File: src/rtl/ich_pkg.sv
package ich_pkg;

    typedef enum logic [2:0] {
        M_TC_INT    = 3'd0,
        M_ONE_SHOT  = 3'd1,
        M_RATE      = 3'd2,
        M_SQUARE    = 3'd3,
        M_SW_STROBE = 3'd4,
        M_HW_STROBE = 3'd5
    } mode_e;

    // codes 6 and 7 lose their top bit and fold onto the periodic modes
    function automatic mode_e fold_mode(input logic [2:0] code);
        logic [2:0] m;
        m = code[1] ? {1'b0, code[1:0]} : code;
        return mode_e'(m);
    endfunction

endpackage

File: src/rtl/ich_decrement.sv
module ich_decrement #(
    parameter int WIDTH = 16
) (
    input  logic [WIDTH-1:0] cnt_in,
    input  logic             bcd,
    input  logic             by_two,
    output logic [WIDTH-1:0] cnt_out
);
    localparam int NDIG = WIDTH / 4;

    logic [NDIG:0]      brw;
    logic [WIDTH-1:0]   dec_bcd;
    logic [WIDTH-1:0]   dec_bin;

    assign brw[0] = 1'b0;

    for (genvar i = 0; i < NDIG; i++) begin : g_digit
        logic [3:0] dig;
        logic [3:0] take;
        assign dig = cnt_in[4*i +: 4];
        if (i == 0) begin : g_low
            assign take = by_two ? 4'd2 : 4'd1;
        end else begin : g_high
            assign take = {3'b000, brw[i]};
        end
        assign brw[i+1] = (dig < take);
        assign dec_bcd[4*i +: 4] = brw[i+1] ? 4'(dig + 4'd10 - take) : 4'(dig - take);
    end

    assign dec_bin = cnt_in - (by_two ? WIDTH'(2) : WIDTH'(1));
    assign cnt_out = bcd ? dec_bcd : dec_bin;

endmodule

File: src/rtl/ich_gate_edge.sv
module ich_gate_edge (
    input  logic clk,
    input  logic rst_n,
    input  logic gate,
    output logic rise
);
    logic gate_d, gate_q;

    always_comb begin
        gate_d = gate;
    end

    always_ff @(posedge clk) begin
        if (!rst_n) gate_q <= 1'b0;
        else        gate_q <= gate_d;
    end

    assign rise = gate & ~gate_q;

endmodule

File: src/rtl/interval_channel.sv
module interval_channel #(
    parameter int WIDTH = 16
) (
    input  logic             clk,
    input  logic             rst_n,
    input  logic             ctrl_wr,
    input  logic [2:0]       ctrl_mode,
    input  logic             ctrl_bcd,
    input  logic             cnt_wr,
    input  logic [WIDTH-1:0] cnt_val,
    input  logic             gate,
    output logic             out,
    output logic [WIDTH-1:0] count,
    output logic             null_cnt
);
    import ich_pkg::*;

    localparam int NDIG = WIDTH / 4;
    localparam logic [WIDTH-1:0] ONE = WIDTH'(1);
    localparam logic [WIDTH-1:0] TWO = WIDTH'(2);

    typedef struct packed {
        mode_e            mode;
        logic             bcd;
        logic [WIDTH-1:0] init;
        logic [WIDTH-1:0] cnt;
        logic             pend;   // written count not yet in the counter
        logic             have;   // a count exists since the last control write
        logic             run;
        logic             done;
        logic             odd;
        logic             out;
    } chan_t;

    chan_t st_d, st_q;

    logic             gate_rise;
    logic [WIDTH-1:0] dec_val;
    logic             trig_mode, periodic, dec_en, load_now, sq_term;
    logic [WIDTH-1:0] even_init;

    ich_gate_edge u_edge (
        .clk   (clk),
        .rst_n (rst_n),
        .gate  (gate),
        .rise  (gate_rise)
    );

    ich_decrement #(.WIDTH(WIDTH)) u_dec (
        .cnt_in  (st_q.cnt),
        .bcd     (st_q.bcd),
        .by_two  (st_q.mode == M_SQUARE),
        .cnt_out (dec_val)
    );

    always_comb begin
        st_d      = st_q;
        trig_mode = (st_q.mode == M_ONE_SHOT) || (st_q.mode == M_HW_STROBE);
        periodic  = (st_q.mode == M_RATE) || (st_q.mode == M_SQUARE);
        dec_en    = st_q.run && (trig_mode || gate);
        even_init = {st_q.init[WIDTH-1:1], 1'b0};
        sq_term   = (st_q.out && st_q.odd) ? (st_q.cnt == '0) : (st_q.cnt == TWO);

        unique case (st_q.mode)
            M_TC_INT, M_SW_STROBE: load_now = st_q.pend;
            M_RATE, M_SQUARE:      load_now = st_q.have && ((st_q.pend && !st_q.run) || gate_rise);
            default:               load_now = st_q.have && gate_rise;
        endcase

        // strobe modes idle high; a strobe lasts one clock
        if (st_q.mode == M_SW_STROBE || st_q.mode == M_HW_STROBE) st_d.out = 1'b1;

        if (load_now) begin
            st_d.cnt  = (st_q.mode == M_SQUARE) ? even_init : st_q.init;
            st_d.odd  = st_q.init[0];
            st_d.run  = 1'b1;
            st_d.pend = 1'b0;
            st_d.done = 1'b0;
            st_d.out  = !((st_q.mode == M_TC_INT) || (st_q.mode == M_ONE_SHOT));
        end else if (dec_en) begin
            unique case (st_q.mode)
                M_TC_INT, M_ONE_SHOT: begin
                    st_d.cnt = dec_val;
                    if (st_q.cnt == ONE && !st_q.done) begin
                        st_d.out  = 1'b1;
                        st_d.done = 1'b1;
                    end
                end
                M_SW_STROBE, M_HW_STROBE: begin
                    st_d.cnt = dec_val;
                    if (st_q.cnt == ONE && !st_q.done) begin
                        st_d.out  = 1'b0;
                        st_d.done = 1'b1;
                    end
                end
                M_RATE: begin
                    if (st_q.cnt == ONE) begin
                        st_d.cnt  = st_q.init;
                        st_d.pend = 1'b0;
                        st_d.out  = 1'b1;
                    end else begin
                        st_d.cnt = dec_val;
                        st_d.out = (st_q.cnt != TWO);
                    end
                end
                default: begin
                    if (sq_term) begin
                        st_d.cnt  = even_init;
                        st_d.odd  = st_q.init[0];
                        st_d.pend = 1'b0;
                        st_d.out  = !st_q.out;
                    end else begin
                        st_d.cnt = dec_val;
                    end
                end
            endcase
        end

        if (periodic && !gate) st_d.out = 1'b1;

        if (cnt_wr) begin
            st_d.init = cnt_val;
            st_d.pend = 1'b1;
            st_d.have = 1'b1;
            if (st_q.mode == M_TC_INT) st_d.out = 1'b0;
        end

        if (ctrl_wr) begin
            st_d.mode = fold_mode(ctrl_mode);
            st_d.bcd  = ctrl_bcd;
            st_d.run  = 1'b0;
            st_d.have = 1'b0;
            st_d.pend = 1'b0;
            st_d.done = 1'b0;
            st_d.out  = (fold_mode(ctrl_mode) != M_TC_INT);
        end
    end

    always_ff @(posedge clk) begin
        if (!rst_n) begin
            st_q      <= '0;
            st_q.mode <= M_TC_INT;
            st_q.out  <= 1'b1;
        end else begin
            st_q <= st_d;
        end
    end

    assign out      = st_q.out;
    assign count    = st_q.cnt;
    assign null_cnt = st_q.pend;

    // ---------------- embedded properties ----------------
    logic bcd_clean;
    always_comb begin
        bcd_clean = 1'b1;
        for (int i = 0; i < NDIG; i++) begin
            if (st_q.cnt[4*i +: 4] > 4'd9) bcd_clean = 1'b0;
        end
    end

    p_pend_after_write_r3: assert property (@(posedge clk) disable iff (!rst_n)
        (cnt_wr && !ctrl_wr) |=> null_cnt);

    p_tc_low_until_done_r4: assert property (@(posedge clk) disable iff (!rst_n)
        (st_q.mode == M_TC_INT && st_q.run && !st_q.done) |-> !out);

    p_tc_gate_hold_r5: assert property (@(posedge clk) disable iff (!rst_n)
        (st_q.mode == M_TC_INT && st_q.run && !gate && !ctrl_wr && !cnt_wr && !st_q.pend)
        |=> $stable(count));

    p_rate_single_low_r8: assert property (@(posedge clk) disable iff (!rst_n)
        (st_q.mode == M_RATE && !out && !ctrl_wr) |=> out);

    p_strobe_single_r10_r11: assert property (@(posedge clk) disable iff (!rst_n)
        ((st_q.mode == M_SW_STROBE || st_q.mode == M_HW_STROBE) && !out && !ctrl_wr) |=> out);

    p_gate_forces_high_r12: assert property (@(posedge clk) disable iff (!rst_n)
        ((st_q.mode == M_RATE || st_q.mode == M_SQUARE) && !gate && !ctrl_wr) |=> out);

    p_decimal_digits_r13: assert property (@(posedge clk) disable iff (!rst_n)
        (st_q.bcd && st_q.run) |-> bcd_clean);

endmodule

File: config.mk
export PLATFORM = sky130hd
export DESIGN_NAME = interval_channel
export DESIGN_NICKNAME = d
export VERILOG_FILES = /design/src/rtl/ich_pkg.sv /design/src/rtl/ich_decrement.sv /design/src/rtl/ich_gate_edge.sv /design/src/rtl/interval_channel.sv
export SDC_FILE = /design/constraint.sdc
export NUM_CORES = 1
export LEC_CHECK = 0
export ABC_AREA = 1
export BUFFER_PORTS_ARGS = -buffer_cell sky130_fd_sc_hd__buf_2
export CAP_MARGIN = 0
export CORE_MARGIN = 3
export CORE_UTILIZATION = 28
export DETAILED_ROUTE_END_ITERATION = 6
export PLACE_DENSITY_LB_ADDON = 0.25
export SLEW_MARGIN = 20
export SYNTH_ARGS = -nofsm -noshare
export SYNTH_HDL_FRONTEND = slang
export SYNTH_SLANG_ARGS = --single-unit
File: constraint.sdc
create_clock -name clk -period 10.8 [get_ports clk]
set_input_delay 1.08 -clock clk [delete_from_list [all_inputs] [get_ports clk]]
set_output_delay 1.08 -clock clk [all_outputs]
set_load 0.02 [all_outputs]
* After elaboration in Yosys (flattened, before gate mapping)
Cells that the tools add are included.
Storage, ports and cells: output and inout bits 18, input port bits 25, bits in registers 43
Cells by class: add/subtract/negate cells 13, reductions and logical operators 36, equal/unequal tests 11, bitwise gates (word level) 3, mux-type cells 33, magnitude comparators 4
Operator list (number):
- 16-bit two-way mux | 3
- 17-bit two-way mux | 2
- 16-bit one-hot mux with 2 select lines | 1
- 4-bit by 1-bit subtractor with 4-bit output | 6
- 4-bit adder, second input constant | 4
- 16-bit by 1-bit == test with 1-bit output, second input constant | 1
- 16-bit by 2-bit == test with 1-bit output, second input constant | 1
- 16-bit zero test | 1
- 4-bit two-way mux | 4
- 16-bit by 2-bit inequality test with 1-bit output, second input constant | 1
- 16-bit subtractor | 1
- 1-bit two-way mux | 13
- 4-bit by 1-bit < comparator with 1-bit output | 3
- 2-bit two-way mux | 6
- 2-bit OR reduction | 5
- 4-bit subtractor | 2
- 1-bit logical AND | 7
- 3-bit by 2-bit == test with 1-bit output, second input constant | 2
- 3-bit == test, second input constant | 2
- 1-bit logical OR | 6
- 3-bit AND reduction | 2
- 3-bit nonzero test | 2
- 1-bit zero test | 5
- 5-bit OR reduction | 1
- 16 further kinds | 19

* Logic depth before layout (Yosys ltp)
depth in word-level cells 13, gate-level depth with buffers 31

* Modules after synthesis
From an unflattened synthesis, not the netlist that was laid out.
Second synthesis, totals: cell total of the unflattened synthesis 549, area, all modules 3515.9 um^2
Modules (own cells, without submodules):
- interval_channel | cells each 348, sequential area each 840.8 um^2, area an instance 2346.0 um^2, instances 1
- ich_decrement | cells each 196, sequential area each 0.0 um^2, area an instance 1132.3 um^2, instances 1
- ich_gate_edge | cells each 5, sequential area each 20.0 um^2, area an instance 37.5 um^2, instances 1

* Worst setup path before layout
No wires, ideal clock.
path type reg-to-reg, start reg st_q[40] (netlist name), end reg st_q (netlist bit count[15]), library setup time 0.120 ns, cell stages (with the launch flop) 32, data required time 10.680 ns, period minus slack after synthesis 4.327 ns, path slack 6.473 ns, arrival 4.208 ns, buffers on the path 0, path through dfxtp_1 -> inv_2 -> nor2_2 -> inv_1 -> nor2_1 -> inv_1 -> ha_1 -> fa_1 -> inv_1 -> nand2_1 -> nand2_1 -> inv_1 -> ha_1 -> ha_1 -> nand2_1 -> inv_1 -> ha_1 -> ha_1 -> nand2_1 -> inv_1 -> ha_1 -> inv_1 -> ha_1 -> inv_1 -> ha_1 -> or2_2 -> a21oi_1 -> nor2_1 -> nand2_1 -> nand4_1 -> nand2_1 -> a21oi_1
On the way: word-level cells in the longest chain between the ends 12, elaborated cells on any way between the ends 30, those cells by class add/sub (3); order compare (4); eq/ne (5); mux (10); reduce/logical (8)
Ends and longest elaborated chain:
- start: declaration | RTL line interval_channel.sv:35 | chan_t st_d, st_q;
- start signal: assignment | RTL line interval_channel.sv:145 | st_q <= st_d;
- 3-bit by 2-bit == test with 1-bit output | RTL line interval_channel.sv:52, interval_channel.sv:64
- 2-bit two-way mux | RTL line ich_decrement.sv:22, ich_decrement.sv:30
- 4-bit < comparator | RTL line ich_decrement.sv:26 | assign brw[i+1] = (dig < take);
- 4-bit by 1-bit < comparator with 1-bit output (2 in series) | RTL line ich_decrement.sv:26
- 4-bit by 1-bit subtractor with 4-bit output or 4-bit by 1-bit < comparator with 1-bit output (tied branches) | RTL line ich_decrement.sv:27, ich_decrement.sv:26
- 4-bit two-way mux | RTL line ich_decrement.sv:27 | assign dec_bcd[4*i +: 4] = brw[i+1] ? 4'(dig + 4'd10 - take) : 4'(dig - take);
- 16-bit two-way mux | RTL line ich_decrement.sv:31 | assign cnt_out = bcd ? dec_bcd : dec_bin;
- 16-bit two-way mux, on equally long branches | RTL line interval_channel.sv:107, interval_channel.sv:97
- 16-bit one-hot mux with 2 select lines | RTL line interval_channel.sv:81 | unique case (st_q.mode)
- 17-bit two-way mux | RTL line interval_channel.sv:80 | end else if (dec_en) begin
- 17-bit two-way mux | RTL line interval_channel.sv:73 | if (load_now) begin
Several ways; a longest one is shown, not always the timed one. The select of a mux whose other input is x is not followed. A chain may end at the register's enable or synchronous reset.

* Worst setup path after layout
Ends and elaborated chain as after synthesis.

==> impl_metrics.json <==
{
  "status": "complete, no violations",
  "switching_share": 0.351,
  "die_area_um2": 12900,
  "fin_nets": 576,
  "clock_latency_ns": 0.29,
  "leakage_nw": 1.79,
  "yosysSeqAreaShare": 0.267,
  "synth_top_area_frac": 0.267,
  "setup_viol": 0,
  "worstHoldPathType": "flop to flop",
  "critical_path_buf_inv_count": 9,
  "cp_data_required_time_ns": 10.95,
  "max-slew-margin-rel": 0.542,
  "drv_slew": 0,
  "cts_buffer_depth": 2,
  "syn_nets": 558,
  "netlist_area_um2": 3230,
  "path_delay_family": "adder cells",
  "via_per_inst": 4.62,
  "syn_inst": 506,
  "clock_sinks": 43,
  "fin_worst_skew_ns": 0.0111,
  "period_needed_ns": 4.85,
  "cp.arrival_ns": 5.00,
  "synth.avg_cell_area_um2": 6.38,
  "synthTopCellsByArea": "dfxtp_1, nand2_1, ha_1, o21ai_0, inv_1",
  "grt_first_pass_wirelength_um": 15000,
  "post-cts-setup-buffers": 0,
  "slowest_stage": "dfxtp_1",
  "power_frac_seq": 0.321,
  "cts_root_buf": "clkbuf_16",
  "antenna_found_initial": 0,
  "fin_util": 0.327,
  "internal_power_uw": 373,
  "overflow": 0,
  "fmax_mhz": 206,
  "routabilityCongestion": 0.917,
  "ys_ff_latch": 43,
  "syn_to_final_growth_pct": 11.7,
  "worstSetupStartpointType": "flop",
  "post_route_cells_drive_above_1_share": 0.133,
  "rsz0062_at_grt": "false",
  "max_cap_viol_count": 0,
  "coreArea_um2": 11000,
  "layout_commonest_cell": "nand2_1",
  "fin_setup_tns_ns": 0,
  "h-tree-depth": 2,
  "yosys.area.top_type": "dfxtp_1",
  "critPathMaxStageDelay_ns": 0.45,
  "cts_resized": 0,
  "final_cell_mix": "nand2_1, inv_1, nor2_1",
  "drc": 0,
  "ir_drop_v": 0.0000692,
  "path_class": "flop to flop",
  "combPwrFrac": 0.336,
  "postRouteAntennaNets": 0,
  "portBuffers": 42,
  "start_util": 0.293,
  "numCtsBuffers": 5,
  "hold_viol": 0,
  "dp_hpwl_um": 6570,
  "pwr-share-clk": 0.343,
  "first_global_vias": 3062,
  "antenna_cells": 0,
  "wl_um": 8620,
  "clk_pin_slew_ns": 0.06,
  "worst_pin_slew_ns": 0.686,
  "track_usage": 0.141,
  "routedWlPerCell_um": 13.0,
  "dr.pass1.iters": 4,
  "endpoint_kind": "flop",
  "path_max_fanout": 8,
  "cts_hold_buf": 0,
  "die_w_um": 113,
  "first_iter_violations": 187,
  "switching_power_uw": 201,
  "ys_warn_count": 0,
  "std_cell_rows": 38,
  "synth.distinct_cells": 33,
  "die-height_um": 113,
  "pre_cts_ws_ns": 5.99,
  "period_share": 0.449,
  "final.setup.worst_slack_ns": 5.95,
  "io_pins": 43,
  "vias": 3071,
  "cts_tree": "done",
  "p_per_area_nw_per_um2": 159,
  "grt_max_degree": 38
}
## metrics by stage
step                power, mW  area (µm²)  cells  hold slack [ns]
floorplan               0.339        3230    506            0.434
global placement        0.380        3420    657            0.448
detailed placement      0.380        3420    657            0.456
CTS                     0.580        3610    665            0.465
global route            0.620        3610    665            0.482
finish                  0.574        3610    665            0.459
## tightest hold or removal path: cells and delay by family, from the launching register on
kind	cells	cell delay (ns)
buf+inv	1	0.06
compound gates	1	0.06
flops	1	0.30
## sequential cells by signal, indices dropped and copies added (netlist names)
| register | cells |
|---|---|
| even_init | 15 |
| u_edge.gate_q | 1 |
| out | 1 |
| count | 16 |
| null_cnt | 1 |
| st_q | 9 |
## layer usage
metal  GRT usage  routed length (µm)  vias up
met4      0.0361                  73        0
met2       0.222                3690       78
met3      0.0159                 344        4
met1       0.204                4510     1355
met5           0                   0        -
li1            -                   -     1634
## synth_stat cells
cell type,count
xor2_1,5
a21oi_1,28
or2_2,2
a211oi_1,1
o211ai_1,1
buf_2,4
inv_2,2
o22ai_1,1
a21boi_1,2
clkbuf_1,8
dfxtp_1,43
nand3_1,36
buf_1,1
nor2_1,66
o21ai_1,2
nor2_2,6
ha_1,25
inv_1,68
a31oi_1,2
a31oi_2,1
buf_6,2
nand3_2,2
nand2_1,109
nor3_1,3
a21boi_0,1
fa_1,2
nor2_4,1
nand2_2,6
buf_4,16
o21ai_0,53
xnor2_1,4
nand4_1,2
a21oi_2,1
## final timing paths
| kind | start | slack [ns] | cells past startpoint | end |
|---|---|---|---|---|
| setup / recovery | st_q[40] | 5.95 | 31 | count[15] |
| setup reg to reg | st_q[40] | 5.95 | 31 | count[15] |
| hold reg to reg | even_init[15] | 0.46 | 2 | even_init[15] |
| hold / removal | even_init[15] | 0.46 | 2 | even_init[15] |
## power groups by stage
| stage | clock, mW | sequential, mW | combinational (mW) |
|---|---|---|---|
| finish | 0.197 | 0.184 | 0.193 |
| floorplan | 0 | 0.183 | 0.157 |
| CTS | 0.202 | 0.184 | 0.194 |
| global placement | 0 | 0.187 | 0.192 |
| global route | 0.208 | 0.186 | 0.226 |
| detailed placement | 0 | 0.188 | 0.192 |
## cells by family (layout without fill, tap and decap cells)
logic type      Yosys count  count (layout)  synth area share
buf+inv                 101             120             0.142
xor+xnor                  9               9            0.0244
flops                    43              43             0.267
compound gates           93              93             0.153
simple gates            233             233             0.305
fa+ha+maj                27              27             0.109
## layout make-up
cell class / instances / area, µm²
Clock buffer: 6 / 129
Clock inverter: 2 / 60.1
Timing Repair Buffer: 42 / 210
Tap cell: 140 / 175
Sequential cell: 43 / 861
Multi-Input combinational cell: 362 / 1910
Fill cell: 1245 / 7420
Inverter: 70 / 263
(Power assumes the default switching activity.)
